<file path="src/rtl/rtc_pkg.sv">
package rtc_pkg;
  localparam int ADDR_W = 8;
  localparam int DATA_W = 8;
  localparam int SEC_W = 6;
  localparam int MIN_W = 6;
  localparam int HOUR_W = 5;
  localparam int DAY_W = 5;
  localparam int MON_W = 4;
  localparam int YEAR_W = 6;
  localparam int NUM_CNT = 6;

  localparam logic [ADDR_W-1:0] ADDR_EVT   = 8'h06;
  localparam logic [ADDR_W-1:0] ADDR_CTRL  = 8'h13;
  localparam logic [ADDR_W-1:0] ADDR_SEC   = 8'h40;
  localparam logic [ADDR_W-1:0] ADDR_MIN   = 8'h41;
  localparam logic [ADDR_W-1:0] ADDR_HOUR  = 8'h42;
  localparam logic [ADDR_W-1:0] ADDR_DAY   = 8'h43;
  localparam logic [ADDR_W-1:0] ADDR_MON   = 8'h44;
  localparam logic [ADDR_W-1:0] ADDR_YEAR  = 8'h45;
  localparam logic [ADDR_W-1:0] ADDR_TCFG  = 8'h4A;
  localparam logic [ADDR_W-1:0] ADDR_TEN   = 8'h4B;

  // Strobes from the control to the datapath
  typedef struct packed {
    logic              wrEn;
    logic              rdEn;
    logic              cntWr;
    logic [ADDR_W-1:0] addr;
    logic [DATA_W-1:0] wdata;
  } acc_t;

  function automatic logic [DAY_W-1:0] lastDay(input logic [MON_W-1:0] mon,
                                               input logic [YEAR_W-1:0] yr);
    logic [DAY_W-1:0] d;
    case (mon)
      4'd2:                      d = (yr[1:0] == 2'd0) ? 5'd29 : 5'd28;
      4'd4, 4'd6, 4'd9, 4'd11:   d = 5'd30;
      default:                   d = 5'd31;
    endcase
    return d;
  endfunction
endpackage

</file>
<file path="src/rtl/rtc_prescaler.sv">
module rtc_prescaler #(
  parameter int DIV = 32768
) (
  input  logic clk,
  input  logic rstN,
  input  logic refPulse,
  input  logic restart,
  output logic secPulse
);
  localparam int CW = (DIV > 1) ? $clog2(DIV) : 1;
  localparam logic [CW-1:0] LAST = CW'(DIV - 1);

  logic [CW-1:0] cnt;

  assign secPulse = refPulse && (cnt == LAST) && !restart;

  always_ff @(posedge clk or negedge rstN) begin
    if (!rstN) begin
      cnt <= '0;
    end else if (restart) begin
      cnt <= '0;
    end else if (refPulse) begin
      cnt <= (cnt == LAST) ? '0 : cnt + 1'b1;
    end
  end
endmodule

</file>
<file path="src/rtl/rtc_ctrl.sv">
module rtc_ctrl
  import rtc_pkg::*;
(
  input  logic              clk,
  input  logic              rstN,
  input  logic              busValid,
  input  logic              busFirst,
  input  logic              busWrite,
  input  logic [ADDR_W-1:0] busAddr,
  input  logic [DATA_W-1:0] busWdata,
  output acc_t              acc
);
  localparam logic [ADDR_W-1:0] CNT_LAST = ADDR_SEC + ADDR_W'(NUM_CNT - 1);

  logic [ADDR_W-1:0] ptr;
  logic [ADDR_W-1:0] addrNow;

  assign addrNow = busFirst ? busAddr : ptr;

  always_comb begin
    acc.wrEn  = busValid && busWrite;
    acc.rdEn  = busValid && !busWrite;
    acc.addr  = addrNow;
    acc.wdata = busWdata;
    acc.cntWr = busValid && busWrite && (addrNow >= ADDR_SEC) && (addrNow <= CNT_LAST);
  end

  always_ff @(posedge clk or negedge rstN) begin
    if (!rstN) ptr <= '0;
    else if (busValid) ptr <= addrNow + 1'b1;
  end
endmodule

</file>
<file path="src/rtl/rtc_datapath.sv">
module rtc_datapath
  import rtc_pkg::*;
(
  input  logic              clk,
  input  logic              rstN,
  input  acc_t              acc,
  input  logic              secPulse,
  output logic [DATA_W-1:0] rdata,
  output logic              tickFlag,
  output logic              shutdownReq,
  output logic              wakeupReq
);
  logic [SEC_W-1:0]  sec;
  logic [MIN_W-1:0]  minute;
  logic [HOUR_W-1:0] hour;
  logic [DAY_W-1:0]  day;
  logic [MON_W-1:0]  mon;
  logic [YEAR_W-1:0] year;
  logic              monitor;
  logic              tickOn, tickType, tickWake;
  logic              evt, shut, wake;

  logic secWrap, minWrap, hourWrap, dayWrap, monWrap, tickFire;

  always_comb begin
    secWrap  = sec >= SEC_W'(59);
    minWrap  = secWrap && (minute >= MIN_W'(59));
    hourWrap = minWrap && (hour >= HOUR_W'(23));
    dayWrap  = hourWrap && (day >= lastDay(mon, year));
    monWrap  = dayWrap && (mon >= MON_W'(12));
    tickFire = secPulse && tickOn && (!tickType || secWrap);
  end

  // Calendar counters
  always_ff @(posedge clk or negedge rstN) begin
    if (!rstN) begin
      sec <= '0; minute <= '0; hour <= '0;
      day <= DAY_W'(1); mon <= MON_W'(1); year <= '0; monitor <= 1'b0;
    end else if (acc.cntWr) begin
      case (acc.addr)
        ADDR_SEC:  sec    <= acc.wdata[SEC_W-1:0];
        ADDR_MIN:  minute <= acc.wdata[MIN_W-1:0];
        ADDR_HOUR: hour   <= acc.wdata[HOUR_W-1:0];
        ADDR_DAY:  day    <= acc.wdata[DAY_W-1:0];
        ADDR_MON:  mon    <= acc.wdata[MON_W-1:0];
        default: begin
          year    <= acc.wdata[YEAR_W-1:0];
          monitor <= acc.wdata[6];
        end
      endcase
    end else if (secPulse) begin
      sec <= secWrap ? '0 : sec + 1'b1;
      if (secWrap)  minute <= minWrap ? '0 : minute + 1'b1;
      if (minWrap)  hour   <= hourWrap ? '0 : hour + 1'b1;
      if (hourWrap) day    <= dayWrap ? DAY_W'(1) : day + 1'b1;
      if (dayWrap)  mon    <= monWrap ? MON_W'(1) : mon + 1'b1;
      if (monWrap)  year   <= year + 1'b1;
    end
  end

  // Tick configuration
  always_ff @(posedge clk or negedge rstN) begin
    if (!rstN) begin
      tickOn <= 1'b0; tickType <= 1'b0; tickWake <= 1'b0;
    end else if (acc.wrEn) begin
      if (acc.addr == ADDR_TCFG) begin
        tickWake <= acc.wdata[5];
        tickType <= acc.wdata[4];
      end
      if (acc.addr == ADDR_TEN) tickOn <= acc.wdata[7];
    end
  end

  // Event latch and control bits
  always_ff @(posedge clk or negedge rstN) begin
    if (!rstN) begin
      evt <= 1'b0; shut <= 1'b0; wake <= 1'b0;
    end else begin
      if (tickFire) evt <= 1'b1;
      else if (acc.wrEn && acc.addr == ADDR_EVT && acc.wdata[0]) evt <= 1'b0;

      if (tickFire && tickWake && shut) begin
        shut <= 1'b0;
        wake <= 1'b1;
      end else if (acc.wrEn && acc.addr == ADDR_CTRL) begin
        shut <= acc.wdata[1];
        wake <= acc.wdata[2];
      end
    end
  end

  // Registered read port
  always_ff @(posedge clk or negedge rstN) begin
    if (!rstN) begin
      rdata <= '0;
    end else if (acc.rdEn) begin
      case (acc.addr)
        ADDR_EVT:  rdata <= {7'd0, evt};
        ADDR_CTRL: rdata <= {5'd0, wake, shut, 1'b0};
        ADDR_SEC:  rdata <= DATA_W'(sec);
        ADDR_MIN:  rdata <= DATA_W'(minute);
        ADDR_HOUR: rdata <= DATA_W'(hour);
        ADDR_DAY:  rdata <= DATA_W'(day);
        ADDR_MON:  rdata <= DATA_W'(mon);
        ADDR_YEAR: rdata <= {1'b0, monitor, year};
        ADDR_TCFG: rdata <= {2'b00, tickWake, tickType, 4'd0};
        ADDR_TEN:  rdata <= {tickOn, 7'd0};
        default:   rdata <= '0;
      endcase
    end
  end

  assign tickFlag    = evt;
  assign shutdownReq = shut;
  assign wakeupReq   = wake;
endmodule

</file>
<file path="src/rtl/rtc_calendar.sv">
module rtc_calendar
  import rtc_pkg::*;
#(
  parameter int DIV = 32768
) (
  input  logic              clk,
  input  logic              rstN,
  input  logic              refPulse,
  input  logic              busValid,
  input  logic              busFirst,
  input  logic              busWrite,
  input  logic [ADDR_W-1:0] busAddr,
  input  logic [DATA_W-1:0] busWdata,
  output logic [DATA_W-1:0] busRdata,
  output logic              tickFlag,
  output logic              shutdownReq,
  output logic              wakeupReq
);
  acc_t accStb;
  logic secPulse;

  rtc_ctrl u_ctrl (
    .clk(clk), .rstN(rstN), .busValid(busValid), .busFirst(busFirst),
    .busWrite(busWrite), .busAddr(busAddr), .busWdata(busWdata), .acc(accStb)
  );

  rtc_prescaler #(.DIV(DIV)) u_pre (
    .clk(clk), .rstN(rstN), .refPulse(refPulse), .restart(accStb.cntWr),
    .secPulse(secPulse)
  );

  rtc_datapath u_dp (
    .clk(clk), .rstN(rstN), .acc(accStb), .secPulse(secPulse),
    .rdata(busRdata), .tickFlag(tickFlag), .shutdownReq(shutdownReq),
    .wakeupReq(wakeupReq)
  );
endmodule

</file>
<file path="config.mk">
export PLATFORM = sky130hd
export DESIGN_NAME = rtc_calendar
export DESIGN_NICKNAME = d
export VERILOG_FILES = /design/src/rtl/rtc_pkg.sv /design/src/rtl/rtc_prescaler.sv /design/src/rtl/rtc_ctrl.sv /design/src/rtl/rtc_datapath.sv /design/src/rtl/rtc_calendar.sv
export SDC_FILE = /design/constraint.sdc
export NUM_CORES = 1
export LEC_CHECK = 0
export BUFFER_PORTS_ARGS = -buffer_cell sky130_fd_sc_hd__buf_4
export CAP_MARGIN = 15
export CORE_UTILIZATION = 55
export DETAILED_ROUTE_END_ITERATION = 6
export PLACE_DENSITY = 0.74
export SYNTH_ARGS = -nofsm -noshare
export SYNTH_HDL_FRONTEND = slang
export SYNTH_HIERARCHICAL = 1
export SYNTH_SLANG_ARGS = --single-unit
</file>
<file path="constraint.sdc">
create_clock -name clk -period 3.9 [get_ports clk]
set_input_delay 0.585 -clock clk [delete_from_list [all_inputs] [get_ports clk]]
set_output_delay 0.585 -clock clk [all_outputs]
set_load 0.02 [all_outputs]
</file>
==> impl_results.md <==
- Hold crit path type: in -> async
- Worst slack at placement: 341.6 ps
- Worst slew margin: about two fifths
- CP Data Arrival Time: ~3500 ps
- Starting Density: ~58%
- EDFF count, synth: 0
- CTS Hold Bufs: 0
- Vias in the first global route: between 3000 and 4000
- Mapped Cells: 524
- First-pass GRT wire length: about 20 mm
- Synth async-reset ratio: 100.0%
- Boundary Pins: 33
- RR Startpoint: u_ctrl/ptr[1]$_DFFE_PN0P_
- N_diodes: 0
- DIE HEIGHT: 95.49 um
- 1st-pass router iterations: 5
- H-tree levels: 3
- FF-to-FF End: u_dp/mon[1]$_DFFE_PN0P_
- RSZ-0062 raised after global routing: false
- Clock Tree Buf Depth: 2
- Period utilization: 84.97%
- Pleak: between 2 and 2.5 nW
- Crit. End Element: register
- Crit Path Category: in -> reg
- Total grt overflow: 0
- Final Max Tran Viols: 0
- DR DRC count: 0
- Die area: between 9000 and 10000 sq um
- Yosys cell types: 77
- Clock-pin slew on the worst setup and hold paths: approximately 80 ps
- Final ANT Viol Nets: 0
- CP cell instances: buf_4 > mux2i_1 > ha_1 > nor3_1 > nor4b_2 > buf_4 > inv_1 > nor2_1 > nand3_1 > a21boi_1 > a311oi_1 > a21oi_1
- Crit-path slowest cell: buf_4
- Fmax: 0.3018 GHz
- Setup violations, final: 0
- Tmin final: 3314 ps
- Top cell types by occurrence after synthesis: dfrtp_1 (68), nor2_1 (44), nand2_1 (41)
- Critical Path RT: 4120 ps
- Fin nets: 583
- Max Clock Skew: approximately 14 ps
- Routed vias: around 4200
- Worst R2R Setup Slack: ~680 ps
- Most used cell, CP: buf_4
- Floorplan core area: between 8000 and 9000 sq um
- Clock Latency Late Sink: between 300 and 400 ps
- TritonCTS buffer count: 9
- Largest net degree at the start of global routing: 71
- Top Metal Used: met4
- WP buf/inv: 3
- Synth area leader: dfrtp_1
- DP HPWL: ~8.6 mm
- Die width: 95.49 um
- Setup repair bufs after CTS: 0
- Met3 WL: ~940 um
- Final Wtd Congestion: about 1.0
- Syn-to-layout area delta: 10.15%
- Primary FF master, synth: dfrtp_1
- PwrDens: 410.2 nW/um^2
- Most common cell in the netlist: dfrtp_1
- DR WL/cell: 18.65 um
- Max Cap Violations: 0
- Met1 wire length: about 5.5 mm
- Register area share after synthesis: between 30 and 40%
- Sink Count: 70
- CP peak stage delay: approximately 450 ps
- Initial antenna violation count: 0
- Depth of the worst register-to-register path: 11
- Mapped Avg Cell Area: 9.174 sq um
- Cts repair resizes: 0
- Synth Net Count: roughly 560
- Routed WL: 12.22 mm
- # rows: 33
- Root Buffer: clkbuf_8
- Worst-path fanout max: 42
- Top cell type's share of synthesized area: a little over a third
- Critical Path Start Type: input port
- Synth area leaders: dfrtp_1 (35%), mux2_2 (4.5%), ha_1 (4.2%)
- Fin Setup TNS: 0 ps
- Critical path's top delay family: buffers and inverters
- Vias per cell: around 6.4
- Slew @ Worst Pin: a little over 900 ps
- #FFs+latches synth: 70
- Worst VDD drop: 0.1782 mV
- CTS tree: done
- Total GRT Usage: between 20 and 30%
- Warnings from Yosys: 6
- DR WL met2: about 5.5 mm
- Status: complete, no violations
- Port bufs: 32
- Drt initial violations: about 420
- PnR worst setup slack: about 590 ps
- Hold Vio Cnt, Final: 0
- Layout cells sized above 1: about a fifth
- CP Depth: 12
- Cell Area, Synth: 4807 sq um
where the power goes:
group	leakage (nW)	internal, W	switching, W
combinational	1.22	0.000227	0.000291
sequential	0.884	0.000822	0.000146
clock	0.113	0.000382	0.000305
routing by layer:
| layer | vias to the layer above | global-route usage (%) |
|---|---|---|
| met5 | - | 0 |
| met4 | 0 | 10.82 |
| met3 | 29 | 5.821 |
| met2 | 206 | 43.51 |
| met1 | 2018 | 38.69 |
| li1 | 1958 | - |
sequential cells by signal, indices dropped and copies added (netlist names), 4 cells and up:
signal and cells:
u_pre/cnt 15, u_ctrl/ptr 8, u_dp/rdata 8, u_dp/minute 6
u_dp/sec 6, u_dp/year 6, u_dp/day 5, u_dp/hour 5
u_dp/mon 4
layout make-up:
type	count	area [sq um]
repair buffers	40	300.3
inverters	30	112.6
clock inverters	6	93.84
clock buffers	10	137.6
multi-input cells	394	2765
flip-flops and latches	70	1754
fillers	697	3045
well taps	105	131.4
worst register-to-register path, delay by kind of cell, from the launching register on:
kind            cells  cell delay (ps)
simple gates        4              730
flops               1              460
mux                 1              300
buf+inv             2              810
compound gates      3              590
fa+ha+maj           1              210
placed cells by master (no fill, tap or decap), types with 11 or more instances in the layout:
cell type  instances
nor4_1            11
nand3_1           27
a21oi_1           23
mux2i_1           12
ha_1              16
inv_1             30
nand2_1           41
dfrtp_1           68
o21ai_0           30
nor2_1            44
buf_4             40
xnor2_1           16
mux2_2            19
logic make-up (layout without fill, tap and decap cells):
family | Yosys count | in the layout | share of synthesized area (%)
buffers and inverters | 60 | 86 | 6.117
DFF | 70 | 70 | 36.49
muxes | 35 | 35 | 8.459
AOI/OAI and AO/OA | 132 | 132 | 18.43
xor gates and xnor gates | 22 | 22 | 4.008
adders and majority gates | 16 | 16 | 4.164
and+or+nand+nor | 189 | 189 | 22.33
how the worst max path moves through the flow:
stage	from	to	slack, ps
after floorplan	busFirst	u_dp/year[1]$_DFFE_PN0P_	300
after global placement	busFirst	u_dp/mon[2]$_DFFE_PN0P_	480
after detailed placement	busFirst	u_dp/mon[1]$_DFFE_PN0P_	340
after CTS	busFirst	u_dp/mon[1]$_DFFE_PN0P_	670
after global routing	busFirst	u_dp/mon[2]$_DFFE_PN0P_	340
final	busFirst	u_dp/mon[1]$_DFFE_PN0P_	590
metrics by stage:
step	util (%)	total power (W)	instances	cell area, sq um	hold slack, ps
after CTS	63.49	0.002174	655	5295	396.2
after global routing	63.49	0.002288	655	5295	425.9
final	63.49	0.002172	655	5295	350.1
after floorplan	-	0.001324	524	4807	289.4
after global placement	60.71	0.001459	639	5064	484.1
after detailed placement	60.71	0.001481	639	5064	500.5
Power figures use the tool's default switching activity.
